==> config.mk <==
export PLATFORM = sky130hd
export DESIGN_NAME = pin_xbar
export DESIGN_NICKNAME = d
export VERILOG_FILES = /design/src/rtl/pin_xbar.sv
export SDC_FILE = /design/constraint.sdc
export NUM_CORES = 1
export LEC_CHECK = 0
export ABC_AREA = 1
export BUFFER_PORTS_ARGS = -buffer_cell sky130_fd_sc_hd__buf_4
export CAP_MARGIN = 25
export CORE_UTILIZATION = 30
export DETAILED_ROUTE_END_ITERATION = 10
export PLACE_DENSITY = 0.58
export SYNTH_ARGS = -nofsm -noshare
export SYNTH_HDL_FRONTEND = slang
export SYNTH_SLANG_ARGS = --single-unit
==> constraint.sdc <==
create_clock -name clk -period 1.95 [get_ports clk]
set_input_delay 0.195 -clock clk [delete_from_list [all_inputs] [get_ports clk]]
set_output_delay 0.195 -clock clk [all_outputs]
set_load 0.05 [all_outputs]
==> src/rtl/pin_xbar.sv <==
module pin_xbar (
  input  logic        clk,
  input  logic        rst_n,
  input  logic [10:0] func_en,
  input  logic [7:0]  skip_mask,
  input  logic [15:0] sig_o,
  input  logic [15:0] sig_oe,
  input  logic [7:0]  gpio_out,
  input  logic [7:0]  gpio_oe,
  input  logic [7:0]  pin_in,
  output logic [7:0]  pin_out,
  output logic [7:0]  pin_oe,
  output logic [31:0] pin_owner,
  output logic [15:0] sig_i,
  output logic        overflow
);
  localparam int NPIN = 8;
  localparam int CW = 4;
  localparam int TX_PIN = 4;
  localparam int RX_PIN = 5;
  localparam int LAST_CODE = 13;
  localparam logic [15:0] IN_CODES = 16'h3804;

  logic [NPIN-1:0]         taken;
  logic [NPIN-1:0][CW-1:0] own_d, own_q;
  logic                    ovf_d, ovf_q;
  logic [2:0]              lo, hi;
  logic                    f_lo, f_hi;

  always_comb begin
    taken = {1'b0, skip_mask[NPIN-2:0]};
    own_d = '0;
    ovf_d = 1'b0;
    lo = '0; hi = '0; f_lo = 1'b0; f_hi = 1'b0;
    if (func_en[0]) begin
      taken[TX_PIN] = 1'b1;
      taken[RX_PIN] = 1'b1;
      own_d[TX_PIN] = CW'(1);
      own_d[RX_PIN] = CW'(2);
    end
    if (func_en[1]) begin
      for (int p = 0; p < NPIN; p++)
        if (!taken[p]) begin
          if (!f_lo) begin f_lo = 1'b1; lo = 3'(p); end
          else if (!f_hi) begin f_hi = 1'b1; hi = 3'(p); end
        end
      if (f_hi) begin
        own_d[lo] = CW'(3);
        own_d[hi] = CW'(4);
        taken[lo] = 1'b1;
        taken[hi] = 1'b1;
      end else ovf_d = 1'b1;
    end
    for (int c = 5; c <= LAST_CODE; c++)
      if (func_en[c-3]) begin
        f_lo = 1'b0;
        lo = '0;
        for (int p = 0; p < NPIN; p++)
          if (!taken[p] && !f_lo) begin f_lo = 1'b1; lo = 3'(p); end
        if (f_lo) begin
          own_d[lo] = CW'(c);
          taken[lo] = 1'b1;
        end else ovf_d = 1'b1;
      end
  end

  always_ff @(posedge clk or negedge rst_n)
    if (!rst_n) begin
      own_q <= '0;
      ovf_q <= 1'b0;
    end else begin
      own_q <= own_d;
      ovf_q <= ovf_d;
    end

  assign pin_owner = own_q;
  assign overflow  = ovf_q;

  always_comb begin
    for (int p = 0; p < NPIN; p++) begin
      if (own_q[p] == '0) begin
        pin_out[p] = gpio_out[p];
        pin_oe[p]  = gpio_oe[p];
      end else begin
        pin_out[p] = sig_o[own_q[p]];
        pin_oe[p]  = sig_oe[own_q[p]] & ~IN_CODES[own_q[p]];
      end
    end
  end

  always_comb begin
    sig_i = '1;
    for (int p = 0; p < NPIN; p++)
      if (own_q[p] != '0) sig_i[own_q[p]] = pin_in[p];
  end
endmodule

* Yosys cells after proc, flatten, opt, wreduce, memory -nomap -nowiden *
Memories as Yosys holds them, arrays and structs flattened.
Cells that the tools add are included.

cells by class
  magnitude comparators = 38
  mux-type cells = 478
  bitwise operators = 61
  reduce and logical (&&, ||, !) cells = 224

operators with widths
  cell                                                                count
  2-to-1 mux 32 bit                                                   20
  2-to-1 mux 3 bit                                                    101
  2-to-1 mux 1 bit                                                    266
  2-to-1 mux 8 bit                                                    18
  demux 4 bit (select 3 bit)                                          11
  2-to-1 mux 16 bit                                                   8
  logical NOT 1 bit                                                   126
  bitwise mux 16 bit                                                  7
  NOT 16 bit                                                          7
  OR 16 bit                                                           6
  OR 8 bit                                                            11
  logical AND 1 bit                                                   82
  bitwise AND 16 bit                                                  5
  OR 24 bit                                                           3
  binary-select mux 1 bit (select 4 bit)                              16
  bitwise AND 24 bit                                                  2
  NOT 24 bit                                                          2
  < comparator 3 x 4 -> 1 bit (second input constant)                 11
  2-to-1 mux 4 bit                                                    11
  < comparator 4 x 5 -> 1 bit (second input constant)                 8
  greater-or-equal comparator 3 x 1 -> 1 bit (second input constant)  11
  demux 1 bit (select 4 bit)                                          8
  greater-or-equal comparator 4 x 1 -> 1 bit (second input constant)  8
  logical NOT 4 bit                                                   8
  11 further kinds                                                    45

storage, ports and cells
  register bits after elaboration = 33
  memory bits (read-only) = 128
  word-level logic and storage cells = 818
  memories = 8

memory list
  name             words  bits a word  rd ports  clocked after Yosys merged registers in  wr ports  line  text
  (no name shown)  16     1            1         0                                        0         86    pin_oe[p] = sig_oe[own_q[p]] & ~IN_CODES[own_q[p]];
  (no name shown)  16     1            1         0                                        0         86
  (no name shown)  16     1            1         0                                        0         86
  (no name shown)  16     1            1         0                                        0         86
  (no name shown)  16     1            1         0                                        0         86
  (no name shown)  16     1            1         0                                        0         86
  +2 memories      -      -            -         -                                        -         -

* Longest topological paths before layout *
Gate-level depths: netlist (run 1).

  depth in word-level cells = 365
  mapped depth = 39
  gate-level depth less buffers = 39

* Worst setup path after synthesis (run 1) *
Ideal clock, no wire load.

  path kind = input to register
  from = in skip_mask[0]
  to = reg own_q, in the netlist pin_owner[3]
  arrival = 3.488 ns
  slack = -1.673 ns
  cell stages on the path = 33
  buffers on the path = 0
  cells stage by stage = ha_1 -> nand2_2 -> inv_2 -> nand2_4 -> nand2_1 -> inv_1 -> nand3_1 -> nand3_1 -> nand2_1 -> nand2_1 -> clkinv_1 -> nand3_2 -> nand2_4 -> nand3_1 -> nor2_2 -> nand3_1 -> nor2_1 -> nor2_2 -> nor2_1 -> a21oi_1 -> o21ai_2 -> a21oi_1 -> nor2_1 -> a21oi_2 -> o21ai_2 -> inv_1 -> o21ai_2 -> a21oi_2 -> nand2_2 -> nand2_1 -> nor2_1 -> nand2_1 -> nand3_1

RTL lines
  element               line  text
  from (decl)           5     input logic [7:0] skip_mask,
  to (signal assigned)  72    own_q <= own_d;
  to (decl)             25    logic [NPIN-1:0][CW-1:0] own_d, own_q;

==> flow_metrics.tcl, run 1 <==
set metrics [dict create \
    met1_length_um 17400 \
    row_count 58 \
    synthFlopType "dfrtp_1" \
    finalCritPeriodShare_pct 204 \
    synth_cell_types 61 \
    grt-ovfl-total 0 \
    wl_um 43900 \
    die_w_um 163 \
    power.total_w 0.0142 \
    regArea_um2 862 \
    cts_sinks 33 \
    final-setup-viol-count 64 \
    drt_iter0_markers 1518 \
    arrival_ps 4090 \
    grt_pass1_wl_um 62900 \
    top_layer_used "met5" \
    path_clk_slew_ps 50 \
    dr_wl_met2_um 21400 \
    nets 2026 \
    multiInputGateArea_um2 8610 \
    grt_max_degree 34 \
    antenna_found_initial 1 \
    grt_pass1_vias 12308 \
    h-tree-depth 2 \
    synth-seq-area-share_pct 10.6 \
    clk_path_buf_depth 2 \
    yosysWarningCount 0 \
    cts-root-buf "clkbuf_16" \
    diodes 0 \
    num_io_pins 142 \
    dp_hpwl_um 32200 \
    max_freq_mhz 251 \
    max_stage_delay_ps 220 \
    route.met3.wl_um 2840 \
    grt_setup_unrepaired "yes" \
    startpoint_type "input pin" \
    core_area_um2 25400 \
    die_h_um 163 \
    synthCells 1374 \
    cp_slowest_cell "a21oi_2" \
    leakage_nw 7.10 \
    cap_violations 0 \
    violations "negative setup slack" \
    power.density_nw_per_um2 886 \
    syn2layout_area_growth_pct 105 \
    cp-end-kind "register" \
    syn_area_per_cell_um2 5.69 \
    crit_start "skip_mask[1]" \
    io_buffers 139 \
    synth-async-reset-ratio_pct 100 \
    synth-seq-cells 33 \
    vias 12978 \
    worstMarginPinSlew_ps 859 \
    track_usage_pct 29.8 \
    worstPathRequired_ps 2060 \
    first_pass_iters 6 \
    final-max-slew-violation-count 0 \
    avgViaCountPerCell 5.70 \
    holdWs_ps 239 \
    cts_tree "yes" \
    relSlewSlack_pct 42.6 \
    fin_cells 2275 \
    syn-num-nets 1456 \
    drive_above_1_share_pct 59.6 \
    dp_slack_ps -2420 \
    fillers 2196 \
    layout_commonest_cell "buf_4" \
    fin_ws_ps -2030 \
    critPathCapture "pin_owner[3]" \
    routabilityCongestion 0.993 \
    finalSetupTns_ps -74250 \
    drc 0 \
    cts_buffers 5 \
    synth_area_um2 7820 \
    wl_per_cell_um 19.3 \
    hold_viol 0 \
    layout_common_cells "buf_4, nand2_1, inv_1, nor2_1, buf_6" \
    dieArea_um2 26700 \
    ir_drop_mv 1.43 \
    period_needed_ps 3980 \
    start_util_pct 30.8 \
    path_common_cell "nand2_2" \
    cp_max_fo 6 \
    synth_edf_count 0 \
    dp_cells 2165 \
    final_antenna_net_count 0 \
    hold_class "input pin to register" \
    status "finished, violations left" \
    critical_path_class "input pin to register" \
]
worst max-delay path, delay by kind of cell:
family          cells  cell delay [ps]
compound gates      9             1420
fa+ha+maj           1              160
buf+inv             7              730
simple gates       19             1580
cells by family after synthesis:
kind of cell | synth area share (%)
other cells | 0.0479
flops | 10.6
buf+inv | 13.3
fa+ha+maj | 0.800
compound gates | 40.8
simple gates | 34.5
how the worst min path moves through the flow:
stage	start	end	slack, ps	depth (start not counted)
after floorplan	rst_n	overflow	-100	0
after global placement	rst_n	overflow	150	1
after detailed placement	rst_n	overflow	150	1
after CTS	func_en[10]	overflow	250	3
after global routing	func_en[10]	overflow	260	3
final	func_en[10]	overflow	240	3
timing repair:
item | in CTS | in global routing
setup buffers | 76 | 51
gates resized for setup | 350 | 253
hold buffers | 1 | 0
endpoints found under the hold margin | 33 | 0
endpoints found under the setup margin | 64 | 64
pin swaps | 110 | 143
final cells by class:
| class | count | share of cell area [%] |
|---|---|---|
| multi-input combinational | 1066 | 53.7 |
| timing repair buffer | 621 | 32.0 |
| sequential | 33 | 5.38 |
| inverter | 217 | 5.38 |
| tap | 330 | 2.58 |
| clock buffer | 5 | 0.781 |
| clock inverter | 3 | 0.109 |
power by group:
| part | total [W] | switching, W | internal, W |
|---|---|---|---|
| clock network | 0.000748 | 0.000281 | 0.000467 |
| registers | 0.00124 | 0.000364 | 0.000878 |
| logic | 0.0122 | 0.00705 | 0.00515 |
| total | 0.0142 | 0.00770 | 0.00650 |
cells in the mapped netlist (4+ instances only):
| master | number | share of area (%) |
|---|---|---|
| nand4_1 | 16 | 1.3 |
| buf_1 | 16 | 0.77 |
| nand2_2 | 17 | 1.4 |
| o311ai_0 | 9 | 1.0 |
| a31oi_1 | 14 | 1.1 |
| a211oi_1 | 7 | 0.67 |
| o21bai_1 | 5 | 0.48 |
| a32o_1 | 7 | 0.90 |
| o32ai_1 | 4 | 0.45 |
| o21ai_1 | 13 | 0.83 |
| o211ai_1 | 19 | 1.8 |
| buf_2 | 4 | 0.26 |
| nor2_2 | 9 | 0.72 |
| dfrtp_1 | 33 | 11 |
| nand3_1 | 69 | 4.4 |
| a22oi_1 | 58 | 5.6 |
| o21ai_0 | 58 | 3.7 |
| a21oi_2 | 14 | 1.6 |
| clkbuf_1 | 37 | 1.8 |
| nor3_1 | 37 | 2.4 |
| nor2_1 | 208 | 10 |
| nand2_1 | 240 | 12 |
| o21ai_2 | 17 | 1.9 |
| o2111ai_1 | 5 | 0.56 |
| clkinv_1 | 8 | 0.38 |
| a21oi_1 | 73 | 4.7 |
| nand2_4 | 5 | 0.72 |
| nor2_4 | 4 | 0.58 |
| o22ai_1 | 11 | 0.88 |
| inv_1 | 190 | 9.1 |
| inv_2 | 19 | 0.91 |
| ha_1 | 5 | 0.80 |
| a221oi_1 | 18 | 2.0 |
| o221ai_1 | 76 | 8.5 |
state kept, by name, indices dropped and copies added (netlist names):
register and count:
pin_owner 32, overflow 1
routing by layer:
layer | GRT usage (%) | vias up
met3 | 1.78 | 187
met2 | 51.8 | 680
met5 | 0 | -
met1 | 37.1 | 6069
li1 | - | 6040
met4 | 14.9 | 2
per-stage QoR:
step	util, %	area [um^2]
2_1_floorplan	-	8540
3_3_place_gp	49.4	12500
3_5_place_dp	49.4	12500
4_1_cts	57.7	14700
5_1_grt	63.1	16000
6_report	63.1	16000
No activity file was read; power rests on OpenSTA's default activity.
==> run 2: changes to the inputs <==
- BUFFER_PORTS_ARGS: -buffer_cell sky130_fd_sc_hd__buf_4 -> -buffer_cell sky130_fd_sc_hd__clkbuf_2
- SETUP_SLACK_MARGIN: unset -> 0.3
==> flow_metrics.tcl, run 2 (synthesized netlist as in run 1, its figures left out) <==
set metrics [dict create \
    max_stage_delay_ps 260 \
    cts_buffers 5 \
    holdWs_ps -9.80 \
    cts-root-buf "clkbuf_16" \
    critical_path_buf_inv_count 6 \
    avgViaCountPerCell 5.64 \
    path_clk_slew_ps 50 \
    layout_commonest_cell "buf_4" \
    hold_viol 16 \
    dr_wl_met2_um 21700 \
    power.density_nw_per_um2 911 \
    cp_max_fo 7 \
    drt_iter0_markers 1175 \
    dieArea_um2 26700 \
    crit_family "compound AO/OA/AOI/OAI gates" \
    largest_register_ffs 32 \
    h-tree-depth 2 \
    period_needed_ps 4090 \
    fillers 2113 \
    start_util_pct 30.8 \
    final_antenna_net_count 0 \
    wl_per_cell_um 19.2 \
    layout_common_cells "buf_4, nand2_1, inv_1, nor2_1, clkbuf_2" \
    grt_max_degree 34 \
    final-max-slew-violation-count 0 \
    final-setup-viol-count 64 \
    nets 2051 \
    dp_hpwl_um 33400 \
    drc 0 \
    max_freq_mhz 245 \
    postPlaceCellArea_um2 12800 \
    first_pass_iters 5 \
    status "finished, violations left" \
    cp_slowest_cell "o21ai_4" \
    dp_cells 2178 \
    met1_length_um 17600 \
    cts_tree "yes" \
    route.met3.wl_um 2780 \
    hold_class "input pin to async pin" \
    fin_area_um2 16300 \
    grt_pass1_wl_um 64200 \
    leakage_nw 7.24 \
    arrival_ps 4210 \
    violations "negative hold slack, negative setup slack" \
    antenna_found_initial 0 \
    relSlewSlack_pct 40.5 \
    die_w_um 163 \
    routabilityCongestion 0.985 \
    path_common_cell "o21ai_4" \
    diodes 0 \
    num_io_pins 142 \
    worstMarginPinSlew_ps 892 \
    track_usage_pct 30.4 \
    clk_path_buf_depth 2 \
    cts_sinks 33 \
    core_area_um2 25400 \
    ir_drop_mv 1.57 \
    drive_above_1_share_pct 62.7 \
    critical_path_class "input pin to register" \
    worstPathRequired_ps 2070 \
    die_h_um 163 \
    startpoint_type "input pin" \
    finalCritPeriodShare_pct 210 \
    vias 12976 \
    row_count 58 \
    grt_pass1_vias 12285 \
    fin_cells 2300 \
    fin_ws_ps -2140 \
    top_layer_used "met4" \
    wl_um 44200 \
    syn2layout_area_growth_pct 108 \
    io_buffers 139 \
    grt_setup_unrepaired "yes" \
    cp-end-kind "register" \
    grt-ovfl-total 0 \
    cap_violations 0 \
]
## run 2: cell type report
| class | count | area, um^2 | area share [%] |
|---|---|---|---|
| Clock buffer | 6 | 129 | 0.791 |
| Clock inverter | 2 | 10.0 | 0.0615 |
| Inverter | 217 | 875 | 5.37 |
| Multi-Input combinational cell | 1066 | 8710 | 53.5 |
| Sequential cell | 33 | 878 | 5.39 |
| Tap cell | 330 | 413 | 2.53 |
| Timing Repair Buffer | 645 | 5270 | 32.3 |
| Timing Repair inverter | 1 | 5.00 | 0.0307 |
## run 2: power by group
| part | switching, W | leakage (nW) | internal, W |
|---|---|---|---|
| clock network | 0.000277 | 0.0706 | 0.000468 |
| registers | 0.000395 | 0.381 | 0.000894 |
| logic | 0.00726 | 6.79 | 0.00555 |
## run 2: worst max-delay path by stage
stage / from / endpoint / slack [ps] / cells after the start
final: skip_mask[0] / pin_owner[27] / -2140 / 31
after global placement: skip_mask[0] / pin_owner[3] / -2170 / 33
after detailed placement: skip_mask[0] / pin_owner[3] / -2370 / 33
after floorplan: skip_mask[0] / pin_owner[3] / -1580 / 33
after CTS: skip_mask[0] / pin_owner[3] / -1880 / 31
after global routing: skip_mask[0] / pin_owner[2] / -2370 / 37
## run 2: per-stage QoR
step	TNS (ps)	worst slack [ps]	utilization, %	hold WS (ps)	total power (W)
after global routing	-84130	-2370	64.1	61.3	0.0156
after detailed placement	-80030	-2370	50.6	310	0.0115
after CTS	-70940	-1880	56.6	16.7	0.0131
after floorplan	-45850	-1580	-	-101	0.00745
after global placement	-75110	-2170	50.6	299	0.0115
final	-74490	-2140	64.1	-9.80	0.0148
## run 2: layer usage
| layer | track usage (%) | vias to the layer above |
|---|---|---|
| met5 | 0 | - |
| met4 | 13.4 | 0 |
| met3 | 2.56 | 151 |
| met2 | 53.0 | 627 |
| met1 | 38.0 | 6096 |
| li1 | - | 6102 |
## run 2: timing repair
action,CTS,global route
pin swaps,70,164
gates resized for setup,250,337
hold endpoints to repair,0,0
endpoints found under the setup margin,64,64
setup buffers,46,67
hold buffers,0,0
gates cloned,0,1
==> run 3: changes to the inputs <==
- PLACE_DENSITY: 0.58 -> 0.56
- clock period: 1.95 -> 5.2 ns (I/O delays scaled with it)
==> flow_metrics.tcl, run 3 (synthesized netlist as in run 1, its figures left out) <==
set metrics [dict create \
    avgViaCountPerCell 5.97 \
    path_common_cell "nand2_1" \
    fin_ws_ps 708 \
    path_clk_slew_ps 50 \
    vias 10717 \
    grt-ovfl-total 0 \
    critical_path_class "input pin to register" \
    arrival_ps 4700 \
    fin_cells 1794 \
    core_area_um2 25400 \
    drc 0 \
    die_h_um 163 \
    syn2layout_area_growth_pct 15.2 \
    cp_max_fo 8 \
    drive_above_1_share_pct 18.3 \
    final-setup-viol-count 0 \
    row_count 58 \
    p_seq_share_pct 12.6 \
    p_int_w 0.00117 \
    hold_class "input pin to async pin" \
    final_antenna_net_count 0 \
    max_stage_delay_ps 220 \
    largest_register_ffs 32 \
    start_util_pct 30.8 \
    first_pass_iters 6 \
    io_buffers 139 \
    clk_path_buf_depth 2 \
    cts-root-buf "clkbuf_16" \
    grt_max_degree 34 \
    period_needed_ps 4490 \
    cts_tree "yes" \
    post-cts-setup-buffer-count 0 \
    grt_pass1_vias 9851 \
    antenna_found_initial 0 \
    clkPwrFrac_pct 8.1 \
    die_w_um 163 \
    finalSetupTns_ps 0 \
    routabilityCongestion 0.975 \
    power.total_w 0.00336 \
    postPlaceCellArea_um2 8710 \
    track_usage_pct 24.7 \
    cts_sinks 33 \
    ir_drop_mv 0.284 \
    final-max-slew-violation-count 0 \
    wl_per_cell_um 19.0 \
    max_freq_mhz 223 \
    wl_um 34100 \
    finalCritPeriodShare_pct 86.4 \
    layout_common_cells "nand2_1, nor2_1, inv_1, clkbuf_2, o221ai_1" \
    combPwrFrac_pct 79.2 \
    diodes 0 \
    netSwitchingFraction_pct 65.0 \
    dieArea_um2 26700 \
    startpoint_type "input pin" \
    num_io_pins 142 \
    cap_violations 0 \
    worstMarginPinSlew_ps 1010 \
    nets 1545 \
    worstPathRequired_ps 5410 \
    cp_slowest_cell "ha_2" \
    dp_slack_ps 265 \
    layout_commonest_cell "nand2_1" \
    grt_pass1_wl_um 52100 \
    dp_hpwl_um 27500 \
    leakage_nw 4.09 \
    relSlewSlack_pct 32.3 \
    status "completed" \
    h-tree-depth 2 \
    hold_viol 0 \
    power.density_nw_per_um2 373 \
    cts_buffers 5 \
    grt_setup_unrepaired "yes" \
    cp-end-kind "register" \
    p_switching_w 0.00218 \
    dp_cells 1786 \
    drt_iter0_markers 1307 \
    fin_area_um2 9010 \
]
run 3: cell types whose count changed in the layout (fill, tap and decap cells not counted), moves of 49 or more:
cell      change
buf_6        -66
nand2_1      +54
buf_4       -432
inv_1        +49
o221ai_1     +59
o221ai_2     -58
nor2_4       -52
o21ai_0      +49
nor2_1       +81
run 3: layout make-up:
cell class / instances / area [um^2]
timing repair buffer: 140 / 703
clock inverter: 2 / 10.0
tap: 330 / 413
sequential: 33 / 826
clock buffer: 6 / 129
inverter: 217 / 815
multi-input combinational: 1066 / 6120
fill: 2881 / 16400
run 3: through the flow:
stage	util [%]	hold slack, ps
after CTS	34.9	341
after global routing	35.5	380
after global placement	34.3	625
final	35.5	315
after floorplan	-	224
after detailed placement	34.3	635
run 3: layer usage:
| metal | wire [um] | track usage (%) |
|---|---|---|
| met1 | 14000 | 32.4 |
| met2 | 15600 | 41.2 |
| met3 | 2980 | 1.73 |
| met4 | 1550 | 11.2 |
| met5 | 0 | 0 |
run 3: worst paths after layout:
| kind | slack (ps) | endpoint | start |
|---|---|---|---|
| max | 710 | pin_owner[2] | skip_mask[0] |
| min | 320 | overflow | rst_n |
| max in group asynchronous | 4380 | pin_owner[16] | rst_n |
| min in group clk | 610 | overflow | func_en[10] |
run 3: worst max-delay path, delay by kind of cell:
kind	cells	cell delay, ps
simple gates	21	2580
compound gates	6	840
buf+inv	6	500
fa+ha+maj	1	220
run 3: power groups by stage:
stage	combinational (W)	sequential, W	clock, W
2_1_floorplan	0.00173	0.000606	0
3_3_place_gp	0.00257	0.000422	0
3_5_place_dp	0.00258	0.000423	0
4_1_cts	0.00259	0.000419	0.000279
5_1_grt	0.00285	0.000436	0.000288
6_report	0.00266	0.000423	0.000274
run 3: what timing repair did:
item                                    in CTS  in global routing
hold buffers                                 0                  0
gates resized for setup                      0                 37
endpoints found under the setup margin       0                 19
